`src/rtl/irqc_pkg.sv`:
```
// Shared constants for the interrupt concentrator.
// Offsets are byte addresses on the register bus. The global status and
// enable offsets and their bit 7 are fixed because host software decodes them.
package irqc_pkg;
    localparam int unsigned OFS_STATUS  = 32'h40;
    localparam int unsigned OFS_SOURCE  = 32'h44;
    localparam int unsigned OFS_MSET    = 32'h48;
    localparam int unsigned OFS_MCLR    = 32'h4C;
    localparam int unsigned OFS_GENABLE = 32'h50;
    localparam int unsigned FLAG_BIT    = 7;

    // Source bit order, which is also the service priority (bit 0 first).
    typedef enum logic [2:0] {
        SRC_I2C0 = 3'd0,
        SRC_I2C1 = 3'd1,
        SRC_SPI  = 3'd2,
        SRC_DMA0 = 3'd3,
        SRC_DMA1 = 3'd4,
        SRC_CI   = 3'd5
    } irqc_src_e;
endpackage

```
`src/rtl/irqc_mask_reg.sv`:
```
// Per-source enable mask.
// Holds NSRC enable bits that are changed only through set and clear vectors.
// If a bit is set and cleared in the same cycle, clear wins.
// Assumes: set/clr vectors are already qualified by the bus decode.
module irqc_mask_reg #(
    parameter int NSRC = 6
) (
    input  logic            clk,
    input  logic            rst_n,
    input  logic [NSRC-1:0] set_vec,
    input  logic [NSRC-1:0] clr_vec,
    output logic [NSRC-1:0] mask_q
);
    // Update the mask: OR in the set bits, then remove the clear bits.
    always_ff @(posedge clk) begin
        if (!rst_n) mask_q <= '0;
        else        mask_q <= (mask_q | set_vec) & ~clr_vec;
    end
endmodule

```
`src/rtl/irqc_gate.sv`:
```
// Request gating.
// ANDs each raw request with its mask bit, merges the results, and gates
// the merged request with the global enable to form the host line.
// Assumes: requests are level signals that are already synchronous to clk.
module irqc_gate #(
    parameter int NSRC = 6
) (
    input  logic [NSRC-1:0] req,
    input  logic [NSRC-1:0] mask,
    input  logic            gen,
    output logic [NSRC-1:0] masked,
    output logic            any,
    output logic            line
);
    // One AND gate per source.
    for (genvar g = 0; g < NSRC; g++) begin : g_and
        assign masked[g] = req[g] & mask[g];
    end

    // Merge the masked requests and gate them with the global enable.
    always_comb begin
        any  = |masked;
        line = any & gen;
    end
endmodule

```
`src/rtl/irqc_prio.sv`:
```
// Fixed-priority selector.
// Returns the index of the lowest-numbered set bit and a valid flag.
// Assumes: NSRC >= 2 so that IDX_W is at least 1.
module irqc_prio #(
    parameter int NSRC  = 6,
    parameter int IDX_W = $clog2(NSRC)
) (
    input  logic [NSRC-1:0]  pend,
    output logic [IDX_W-1:0] idx,
    output logic             valid
);
    // Scan from the highest index down, so the lowest set bit is the last one written.
    always_comb begin
        idx   = '0;
        valid = 1'b0;
        for (int i = NSRC - 1; i >= 0; i--) begin
            if (pend[i]) begin
                idx   = IDX_W'(i);
                valid = 1'b1;
            end
        end
    end
endmodule

```
`src/rtl/irqc_regfile.sv`:
```
// Register bus decode for the concentrator.
// Holds the global enable flag, turns writes to the set and clear aliases
// into mask update vectors, and drives the combinational read mux.
// Assumes: single-cycle writes, and word-aligned byte addresses compared in full.
module irqc_regfile
    import irqc_pkg::*;
#(
    parameter int ADDR_W = 8,
    parameter int NSRC   = 6
) (
    input  logic              clk,
    input  logic              rst_n,
    input  logic [ADDR_W-1:0] bus_addr,
    input  logic              bus_we,
    input  logic [31:0]       bus_wdata,
    input  logic [NSRC-1:0]   mask_q,
    input  logic [NSRC-1:0]   masked,
    input  logic              any,
    output logic              gen_q,
    output logic [NSRC-1:0]   set_vec,
    output logic [NSRC-1:0]   clr_vec,
    output logic [31:0]       bus_rdata
);
    localparam logic [ADDR_W-1:0] A_STATUS  = ADDR_W'(OFS_STATUS);
    localparam logic [ADDR_W-1:0] A_SOURCE  = ADDR_W'(OFS_SOURCE);
    localparam logic [ADDR_W-1:0] A_MSET    = ADDR_W'(OFS_MSET);
    localparam logic [ADDR_W-1:0] A_MCLR    = ADDR_W'(OFS_MCLR);
    localparam logic [ADDR_W-1:0] A_GENABLE = ADDR_W'(OFS_GENABLE);
    localparam int               PAD_W     = 32 - NSRC;

    logic wr_gen;

    // Unused write-data bits, grouped under one name.
    wire unused_wdata = ^bus_wdata;

    // Decode writes into mask update vectors and a load of the enable flag.
    always_comb begin
        set_vec = (bus_we && bus_addr == A_MSET) ? bus_wdata[NSRC-1:0] : '0;
        clr_vec = (bus_we && bus_addr == A_MCLR) ? bus_wdata[NSRC-1:0] : '0;
        wr_gen  = bus_we && (bus_addr == A_GENABLE);
    end

    // Global enable flag, loaded from write-data bit 7.
    always_ff @(posedge clk) begin
        if (!rst_n)      gen_q <= 1'b0;
        else if (wr_gen) gen_q <= bus_wdata[FLAG_BIT];
    end

    // Read mux. Unmapped offsets return zero.
    always_comb begin
        bus_rdata = '0;
        case (bus_addr)
            A_STATUS:       bus_rdata[FLAG_BIT] = any;
            A_SOURCE:       bus_rdata = {{PAD_W{1'b0}}, masked};
            A_MSET, A_MCLR: bus_rdata = {{PAD_W{1'b0}}, mask_q};
            A_GENABLE:      bus_rdata[FLAG_BIT] = gen_q;
            default:        bus_rdata = '0;
        endcase
    end
endmodule

```
`src/rtl/irq_concentrator.sv`:
```
// Interrupt concentrator top.
// Merges NSRC level requests into one host line. The block provides a per-source
// set/clear mask, a global enable, a global status flag, a source register and
// a fixed-priority index.
// Assumes: requests are synchronous to clk, and the sources clear their own requests.
module irq_concentrator #(
    parameter int ADDR_W = 8,
    parameter int NSRC   = 6,
    localparam int IDX_W = $clog2(NSRC)
) (
    input  logic              clk,
    input  logic              rst_n,
    input  logic [ADDR_W-1:0] bus_addr,
    input  logic              bus_we,
    input  logic [31:0]       bus_wdata,
    output logic [31:0]       bus_rdata,
    input  logic [NSRC-1:0]   src_req,
    output logic              host_irq,
    output logic [IDX_W-1:0]  top_idx,
    output logic              top_valid
);
    logic [NSRC-1:0] mask_q;
    logic [NSRC-1:0] set_vec;
    logic [NSRC-1:0] clr_vec;
    logic [NSRC-1:0] masked;
    logic            any;
    logic            gen_q;

    irqc_regfile #(.ADDR_W(ADDR_W), .NSRC(NSRC)) regs_i (
        .clk(clk), .rst_n(rst_n),
        .bus_addr(bus_addr), .bus_we(bus_we), .bus_wdata(bus_wdata),
        .mask_q(mask_q), .masked(masked), .any(any),
        .gen_q(gen_q), .set_vec(set_vec), .clr_vec(clr_vec),
        .bus_rdata(bus_rdata)
    );

    irqc_mask_reg #(.NSRC(NSRC)) mask_i (
        .clk(clk), .rst_n(rst_n),
        .set_vec(set_vec), .clr_vec(clr_vec), .mask_q(mask_q)
    );

    irqc_gate #(.NSRC(NSRC)) gate_i (
        .req(src_req), .mask(mask_q), .gen(gen_q),
        .masked(masked), .any(any), .line(host_irq)
    );

    irqc_prio #(.NSRC(NSRC), .IDX_W(IDX_W)) prio_i (
        .pend(masked), .idx(top_idx), .valid(top_valid)
    );
endmodule

```
`config.mk`:
```
export PLATFORM = sky130hd
export DESIGN_NAME = irq_concentrator
export DESIGN_NICKNAME = d
export VERILOG_FILES = /design/src/rtl/irqc_pkg.sv /design/src/rtl/irqc_mask_reg.sv /design/src/rtl/irqc_gate.sv /design/src/rtl/irqc_prio.sv /design/src/rtl/irqc_regfile.sv /design/src/rtl/irq_concentrator.sv
export SDC_FILE = /design/constraint.sdc
export NUM_CORES = 1
export LEC_CHECK = 0
export BUFFER_PORTS_ARGS = -buffer_cell sky130_fd_sc_hd__buf_2
export CAP_MARGIN = 25
export CORE_MARGIN = 4
export CORE_UTILIZATION = 35
export DETAILED_ROUTE_END_ITERATION = 16
export MAX_ROUTING_LAYER = met4
export PLACE_DENSITY = 0.8
export SYNTH_ARGS = -nofsm -noshare
export SYNTH_HDL_FRONTEND = slang
export SYNTH_HIERARCHICAL = 1
export SYNTH_SLANG_ARGS = --single-unit
```
`constraint.sdc`:
```
create_clock -name clk -period 1.5 [get_ports clk]
set_input_delay 0.15 -clock clk [delete_from_list [all_inputs] [get_ports clk]]
set_output_delay 0.15 -clock clk [all_outputs]
set_load 0.02 [all_outputs]
```
==> impl_summary.md, run 1 <==
Layout
The number of nets in the final layout is 199. The final instance area is approximately 1000 um2. The library cells used most frequently in the layout, excluding fill and tap cells, are sky130_fd_sc_hd__buf_2 (32), sky130_fd_sc_hd__nor2_1 (28), sky130_fd_sc_hd__conb_1 (25). The fraction of final layout cells with drive strength greater than 1 is 0.416.

The library cell used most frequently in the layout, excluding fill and tap cells, is sky130_fd_sc_hd__buf_2. The final-layout fill cell count is 233. The repair_antennas step left the layout with diodes totalling 0. The utilization of the core after routing is 0.451. The area added between synthesis and finish is 20.5%.

Route
The wire length per cell after detailed routing is 10.8 um. In the detailed route, the total length drawn on met2 is 917 um. The remaining number of nets flagged by the antenna check after routing is 0.

The total routed wirelength is 1920 um. The vias per cell is 4.36. The detailed-routing wirelength on met1 is 762 um. The via total after detailed routing is around 770. After detailed routing, no signal wire sits above met3. The first-pass iteration count of the detailed router is 4. The first routing iteration left 25 violations. The met3 layer wire length in the routed design is 238 um. The DRC violations left is 0.

STA
The final count of hold timing violations is 0. The period utilization is 0.978. Setup repair after global routing could not meet its margin everywhere. Hold is met by 0.158 ns. The number of slew-limit violations in the final report is 0.

The worst clock skew on the final layout is 0 ns. The setup-violating endpoint count in the final report is 0. The setup slack after layout is roughly 0.034 ns. Derived from the worst setup path, the maximum achievable clock frequency is roughly 700 MHz. After layout, the minimum clock period comes to between 1 and 1.5 ns.

Yosys
Counting every instance in the synthesized netlist gives 112. After synthesis, the mean cell area works out to ~7.5 um2. Yosys printed 6 warnings. The post-synthesis register bit count is 7.

After synthesis the cells add up to about 840 um2. The sequential area share after synthesis is 0.166. By area the synthesized netlist is led by sky130_fd_sc_hd__buf_4 (22%), sky130_fd_sc_hd__dfxtp_1 (17%), sky130_fd_sc_hd__nor2_1 (12%), sky130_fd_sc_hd__nor3b_2 (10%), sky130_fd_sc_hd__a22oi_1 (5.3%). The leading area contributor after synthesis is sky130_fd_sc_hd__buf_4.

Of the post-synthesis cell area, the dominant cell type holds 0.223. Counting distinct cell types in the post-synthesis netlist gives 24.

Floorplan
The floorplan step defined a core boundary enclosing 2250 um2. The number of top-level pins is 86. The floorplan step set the die width to around 57 um. The area enclosed by the die boundary is 3260 um2.

After floorplanning, the core was divided into 17 placement rows. The effective utilization at floorplan is 0.374. Measured along the y axis, the die boundary spans 57.1 um.

Clock tree
The maximum count of clock buffers along a single path is 2. After clock tree synthesis, the flow added hold-fix buffers numbering 0. The number of H-tree levels is 1. The clock tree from TritonCTS is built. The master cell of the clock root buffer is sky130_fd_sc_hd__clkbuf_4.

The total clock buffers created by CTS is 3. The CTS sink count is 7. The clock edge transition at the registers on the reported setup and hold paths is 0.05 ns. The clock reaches the later pin of the worst-skew pair after 0.25 ns.

Global route
The via count of the first global-routing pass was 682. Entering global routing, the biggest net connects 11 pins. The first global-routing pass estimated around 3000 um of wire. In the global route stage, overall resource usage came out at 0.119. The residual overflow from global routing is 0. The number of antenna violations at the first check in global routing is 0.

Worst hold path
Along the worst hold path, the cell count comes to 3. The startpoint of the tightest hold check path is bus_wdata[7]. The tightest min-delay check is of the primary input to register type.

The terminating pin of the worst hold path is regs_i/gen_q$_SDFFE_PN0P_.

Setup path
The maximum cell stage delay along the critical path is 0.33 ns. The slack of the worst reg-to-reg path is 0.84 ns. The highest fanout seen on the critical path is 4.

The worst setup path is launched from a register. The number of cell instances on the worst register-to-register path is 2. The critical register-to-register path endpoint is mask_i/mask_q[3]$_SDFF_PN0_. Broken down by cell family, the worst path's largest delay share belongs to simple AND/OR/NAND/NOR gates. The startpoint identified for the worst register-to-register timing path is mask_i/mask_q[3]$_SDFF_PN0_.

STA classifies the critical path endpoint as an output port. The largest individual stage delay along the critical path comes from the cell sky130_fd_sc_hd__dfxtp_2. Data on the critical path is required at its endpoint by ~1.4 ns. The number of buffers and inverters on the critical path is 1. Walking the worst path, the cells encountered are and2_4, nor4_4, nor2b_1, buf_4. The critical path in this run is classified as register to output port. For the worst setup path, the data arrival time is 1.32 ns.

Placed design
The number of buffers added on ports is 35. The congestion estimate from routability-driven global placement came to 0.862. Before CTS, the worst setup slack after placement is approximately 0.18 ns. Detailed placement ended at an HPWL of 1590 um. The placed cell area is approximately 940 um2.

Pwr
The worst voltage drop across the vdd grid is 191 uV. Dividing total power by cell area gives a power density of around 480 nW/um2. The total design power is ~0.48 mW. In this run the static leakage power is 0.460 nW.

Run
The number of violations of the max-capacitance limit is 0.

Run status
The flow ran to the end, and the final reports show no timing, DRC or antenna violations.
## stage by stage
step	setup TNS, ns	instances
after floorplan	0	136
after global placement	0	173
after detailed placement	0	173
after CTS	0	177
after global routing	-0.124	177
final	0	177
## cell usage after synthesis (all sizes together)
master and count:
buf 26, inv 2, nand2b 1, conb 1, nor3 2, and2 6
nor3b 7, dfxtp 7, nand4b 1, a221oi 1, nand4 2, a22oi 9
nor4 1, nand3 1, nand2 11, nor2 28, nor4b 1, a31oi 1
nor2b 2, mux2i 2
## timing repair
item                       CTS  global route
pin swaps                    1             3
setup endpoints to repair    2             6
gates resized for setup      7             9
buffers inserted             0             0
## state kept, by name (all words and copies together), names as in the netlist
name / flops
mask_i/mask_q: 6
regs_i/gen_q: 1
## logic make-up (layout without fill, tap and decap cells)
family,after synthesis,after routing,share of synthesized area
simple gates,63,63,0.445
buf+inv,28,41,0.245
compound gates,11,11,0.116
flops,7,7,0.166
mux,2,2,0.0237
other cells,1,25,0.00445
## power breakdown
| group | switching, mW | leakage (nW) | internal (mW) | total, mW |
|---|---|---|---|---|
| clock | 0.0669 | 0.0150 | 0.101 | 0.168 |
| sequential | 0.000249 | 0.0584 | 0.186 | 0.187 |
| combinational | 0.0942 | 0.386 | 0.0341 | 0.128 |
| total | 0.161 | 0.460 | 0.322 | 0.483 |
## worst register-to-register path: stages, from the launching register on
cell and delay, ns:
sky130_fd_sc_hd__dfxtp_1 0.38, sky130_fd_sc_hd__nor2_1 0.07, sky130_fd_sc_hd__nor3b_2 0.14
## worst max-delay path by stage
stage / to / startpoint / cells past startpoint
6_report: top_idx[2] / mask_i/mask_q[0]$_SDFF_PN0_ / 4
4_1_cts: top_idx[0] / mask_i/mask_q[4]$_SDFF_PN0_ / 4
3_5_place_dp: top_idx[0] / mask_i/mask_q[1]$_SDFF_PN0_ / 4
5_1_grt: top_idx[2] / mask_i/mask_q[0]$_SDFF_PN0_ / 4
3_3_place_gp: top_idx[2] / mask_i/mask_q[1]$_SDFF_PN0_ / 4
2_1_floorplan: top_idx[0] / mask_i/mask_q[3]$_SDFF_PN0_ / 3
## area by class of cell
cell class	count	area, um2	share of cell area
clock buffer	4	26.3	0.0259
multi-input combinational	101	619	0.610
inverter	2	7.51	0.00739
sequential	7	145	0.143
tap	28	35.0	0.0345
timing repair buffer	35	183	0.180
## per-layer routing
metal | vias to the layer above | track usage
met1 | 333 | 0.136
met3 | 0 | 0.0498
met4 | 0 | 0.0629
met2 | 37 | 0.176
li1 | 402 | -
met5 | - | -
(Power assumes the default switching activity.)
==> run 2, diff against run 1 <==
--- a/config.mk
+++ b/config.mk
@@ -7,11 +7,14 @@
 export LEC_CHECK = 0
 export BUFFER_PORTS_ARGS = -buffer_cell sky130_fd_sc_hd__buf_2
 export CAP_MARGIN = 25
+export CELL_PAD_IN_SITES_DETAIL_PLACEMENT = 0
+export CELL_PAD_IN_SITES_GLOBAL_PLACEMENT = 2
 export CORE_MARGIN = 4
-export CORE_UTILIZATION = 35
+export CORE_UTILIZATION = 17
+export CTS_CLUSTER_DIAMETER = 120
 export DETAILED_ROUTE_END_ITERATION = 16
 export MAX_ROUTING_LAYER = met4
-export PLACE_DENSITY = 0.8
+export PLACE_DENSITY = 0.83
 export SYNTH_ARGS = -nofsm -noshare
 export SYNTH_HDL_FRONTEND = slang
 export SYNTH_HIERARCHICAL = 1
==> impl_summary.md, run 2 (synthesis results as in run 1) <==
Layout
The antenna diode count is 0 (unchanged). Leading cell types in the layout, fill and taps excluded: sky130_fd_sc_hd__buf_2 (33), sky130_fd_sc_hd__nor2_1 (28), sky130_fd_sc_hd__conb_1 (25) (was sky130_fd_sc_hd__buf_2 (32), sky130_fd_sc_hd__nor2_1 (28), sky130_fd_sc_hd__conb_1 (25)). The sequential cell area is 144 um2 (was 145 um2). The utilization of the core after routing came to 0.228 (was 0.451). The combined area of the multi-input logic cells is 612 um2 (was 619 um2).

The flip-flop count of the largest register, all copies and words added is 6 (unchanged). The final-layout fill cell count is 575 (was 233). The register with the highest flop count is mask_i/mask_q (unchanged). The area added between synthesis and finish is 28.5% (was 20.5%). The number of nets in the final layout is 200 (was 199). The most common library cell in the layout ignoring fill and taps is sky130_fd_sc_hd__buf_2 (unchanged).

The fraction of final layout cells with drive strength greater than 1 came to 0.407 (was 0.416). Largest regs: mask_i/mask_q x6, regs_i/gen_q x1 (unchanged). The final instance area was 1080 um2 (was 1020 um2).

Floorplan
The area enclosed by the die boundary is 6150 um2 (was 3260 um2). The vertical die dimension is 78.4 um (was 57.1 um). The core footprint came to 4750 um2 (was 2250 um2). The number of top-level pins is 86 (unchanged). The effective utilization at floorplan is 0.177 (was 0.374). The die outline width is 78.4 um (was 57.1 um). The site row count is 25 (was 17).

Placed design
The weighted congestion reported at the end of routability-driven placement was 0.763 (was 0.862). The number of buffers added on ports is 35 (unchanged). The HPWL reported at the end of detailed placement is 1910 um (was 1590 um). The placed cell area is 1000 um2 (was 945 um2).

Setup path
The critical path endpoint category is an output port (unchanged). The critical register-to-register path endpoint is mask_i/mask_q[1]$_SDFF_PN0_ (was mask_i/mask_q[3]$_SDFF_PN0_). The highest fanout seen on the critical path was 4 (unchanged).

The number of cell instances on the worst register-to-register path is 3 (was 2). The signal arrival time at the worst endpoint came to 1.29 ns (was 1.32 ns). The startpoint kind of the worst setup timing path is a register (unchanged). The startpoint-to-endpoint class of the critical path is register to output port (unchanged). The slack of the worst reg-to-reg path is 0.79 ns (was 0.84 ns). The data required time at the worst endpoint was 1.35 ns (about the same). The startpoint of the worst register-to-register path is mask_i/mask_q[1]$_SDFF_PN0_ (was mask_i/mask_q[3]$_SDFF_PN0_).

Global route
The via count of the first global-routing pass was 706 (was 682). The residual overflow from global routing is 0 (unchanged). The global-route usage over all layers is 0.0699 (was 0.119). The met3 track utilization from global routing is 0.0310 (was 0.0498). The most used routing layer is met2 (unchanged).

The number of antenna violations at the first check in global routing is 0 (unchanged). The met1 track demand over resource is 0.0834 (was 0.136). The maximum number of pins on one net before global-route repair is 11 (unchanged). The met2 layer usage reported by global route is 0.104 (was 0.176).

The global-route wire length before repair is 3250 um (was 2990 um).

Clock tree
The master cell of the clock root buffer is sky130_fd_sc_hd__clkbuf_8 (was sky130_fd_sc_hd__clkbuf_4). The clock tree from TritonCTS is built (unchanged). The clock edge transition at the registers on the reported setup and hold paths is 0.04 ns (was 0.05 ns). The CTS sink count is 7 (unchanged). The worst-skew pair later-pin latency is 0.22 ns (was 0.25 ns). The hold-fix buffer count after cts is 0 (unchanged). The total clock buffers created by CTS was 3 (unchanged). The number of H-tree levels is 1 (unchanged). The maximum count of clock buffers along a single path is 2 (unchanged).

Pwr
The areal power density over the cells is 530 nW/um2 (was 476 nW/um2). The worst voltage drop across the vdd grid is 180 uV (was 191 uV). The leakage power summed over all cells is 0.473 nW (was 0.460 nW). The total design power is 0.575 mW (was 0.483 mW).

STA
The final count of hold timing violations was 0 (unchanged). The maximum clock frequency is 697 MHz (was 682 MHz). The setup-violating endpoint count in the final report came to 0 (unchanged). The period utilization came to 0.957 (was 0.978). The minimum clock period is 1.44 ns (was 1.47 ns). The number of slew-limit violations in the final report came to 0 (unchanged). RSZ-0062 raised after global routing: true (unchanged). The smallest hold slack came to 0.169 ns (was 0.158 ns). The total negative slack is 0 ns (unchanged).

The worst clock skew on the final layout is 0 ns (unchanged).

Route
The first-pass iteration count of the detailed router is 4 (unchanged). The DRC violations left was 0 (unchanged). The total routed wirelength is 2280 um (was 1920 um).

The vias per cell is 3.63 (was 4.36). The wire length per cell after detailed routing was 10.5 um (was 10.8 um). The remaining number of nets flagged by the antenna check after routing is 0 (unchanged).

The via total after detailed routing is 788 (was 772). The violation count after the first detailed-route iteration came to 37 (was 25).

Worst hold path
The terminating pin of the worst hold path is regs_i/gen_q$_SDFFE_PN0P_ (unchanged). The cell depth of the worst hold path is 3 (unchanged). The path type of the worst min-delay path is primary input to register (unchanged). The startpoint of the tightest hold check path was bus_wdata[7] (unchanged).

Run
The number of violations of the max-capacitance limit is 0 (unchanged).

Run status
Run status: finished clean (unchanged).
## run 2: power breakdown
part / internal, mW / switching, mW / leakage, nW
Clock: 0.183 / 0.0753 / 0.0228
Combinational: 0.0340 / 0.0947 / 0.392
Sequential: 0.187 / 0.000242 / 0.0579
## run 2: worst max path at each step
stage | startpoint | end | slack (ns)
floorplan | mask_i/mask_q[3]$_SDFF_PN0_ | top_idx[0] | 0.15
global placement | mask_i/mask_q[0]$_SDFF_PN0_ | top_idx[2] | 0.19
detailed placement | mask_i/mask_q[0]$_SDFF_PN0_ | top_idx[2] | 0.19
CTS | mask_i/mask_q[5]$_SDFF_PN0_ | top_idx[0] | 0.003
global route | mask_i/mask_q[3]$_SDFF_PN0_ | top_idx[2] | -0.02
finish | mask_i/mask_q[3]$_SDFF_PN0_ | top_idx[2] | 0.06
## run 2: stage by stage
stage,setup slack [ns],cells
6_report,0.0649,217
4_1_cts,0.00304,217
2_1_floorplan,0.148,136
3_5_place_dp,0.186,213
3_3_place_gp,0.192,213
5_1_grt,-0.0187,217
## run 2: timing repair
| item | 4_1_cts | 5_1_grt |
|---|---|---|
| pin swaps | 1 | 2 |
| buffers inserted | 0 | 0 |
| gates resized for setup | 4 | 9 |
| setup endpoints to repair | 2 | 4 |
## run 2: per-layer routing
layer | wire (um) | vias to the layer above
li1 | - | 405
met1 | 941 | 347
met2 | 1060 | 34
met3 | 267 | 2
met4 | 10 | 0
met5 | 0 | -
## run 2: area by class of cell
cell class,count,area share
inverter,2,0.00693
sequential,7,0.133
timing repair buffer,36,0.177
tap,67,0.0774
multi-input combinational,101,0.565
clock buffer,4,0.0416
## run 2: critical path, cell delays in order (launching register included)
cell,delay (ns)
sky130_fd_sc_hd__dfxtp_2,0.33
sky130_fd_sc_hd__and2_4,0.15
sky130_fd_sc_hd__nor4_4,0.27
sky130_fd_sc_hd__nor2b_2,0.19
sky130_fd_sc_hd__buf_6,0.12
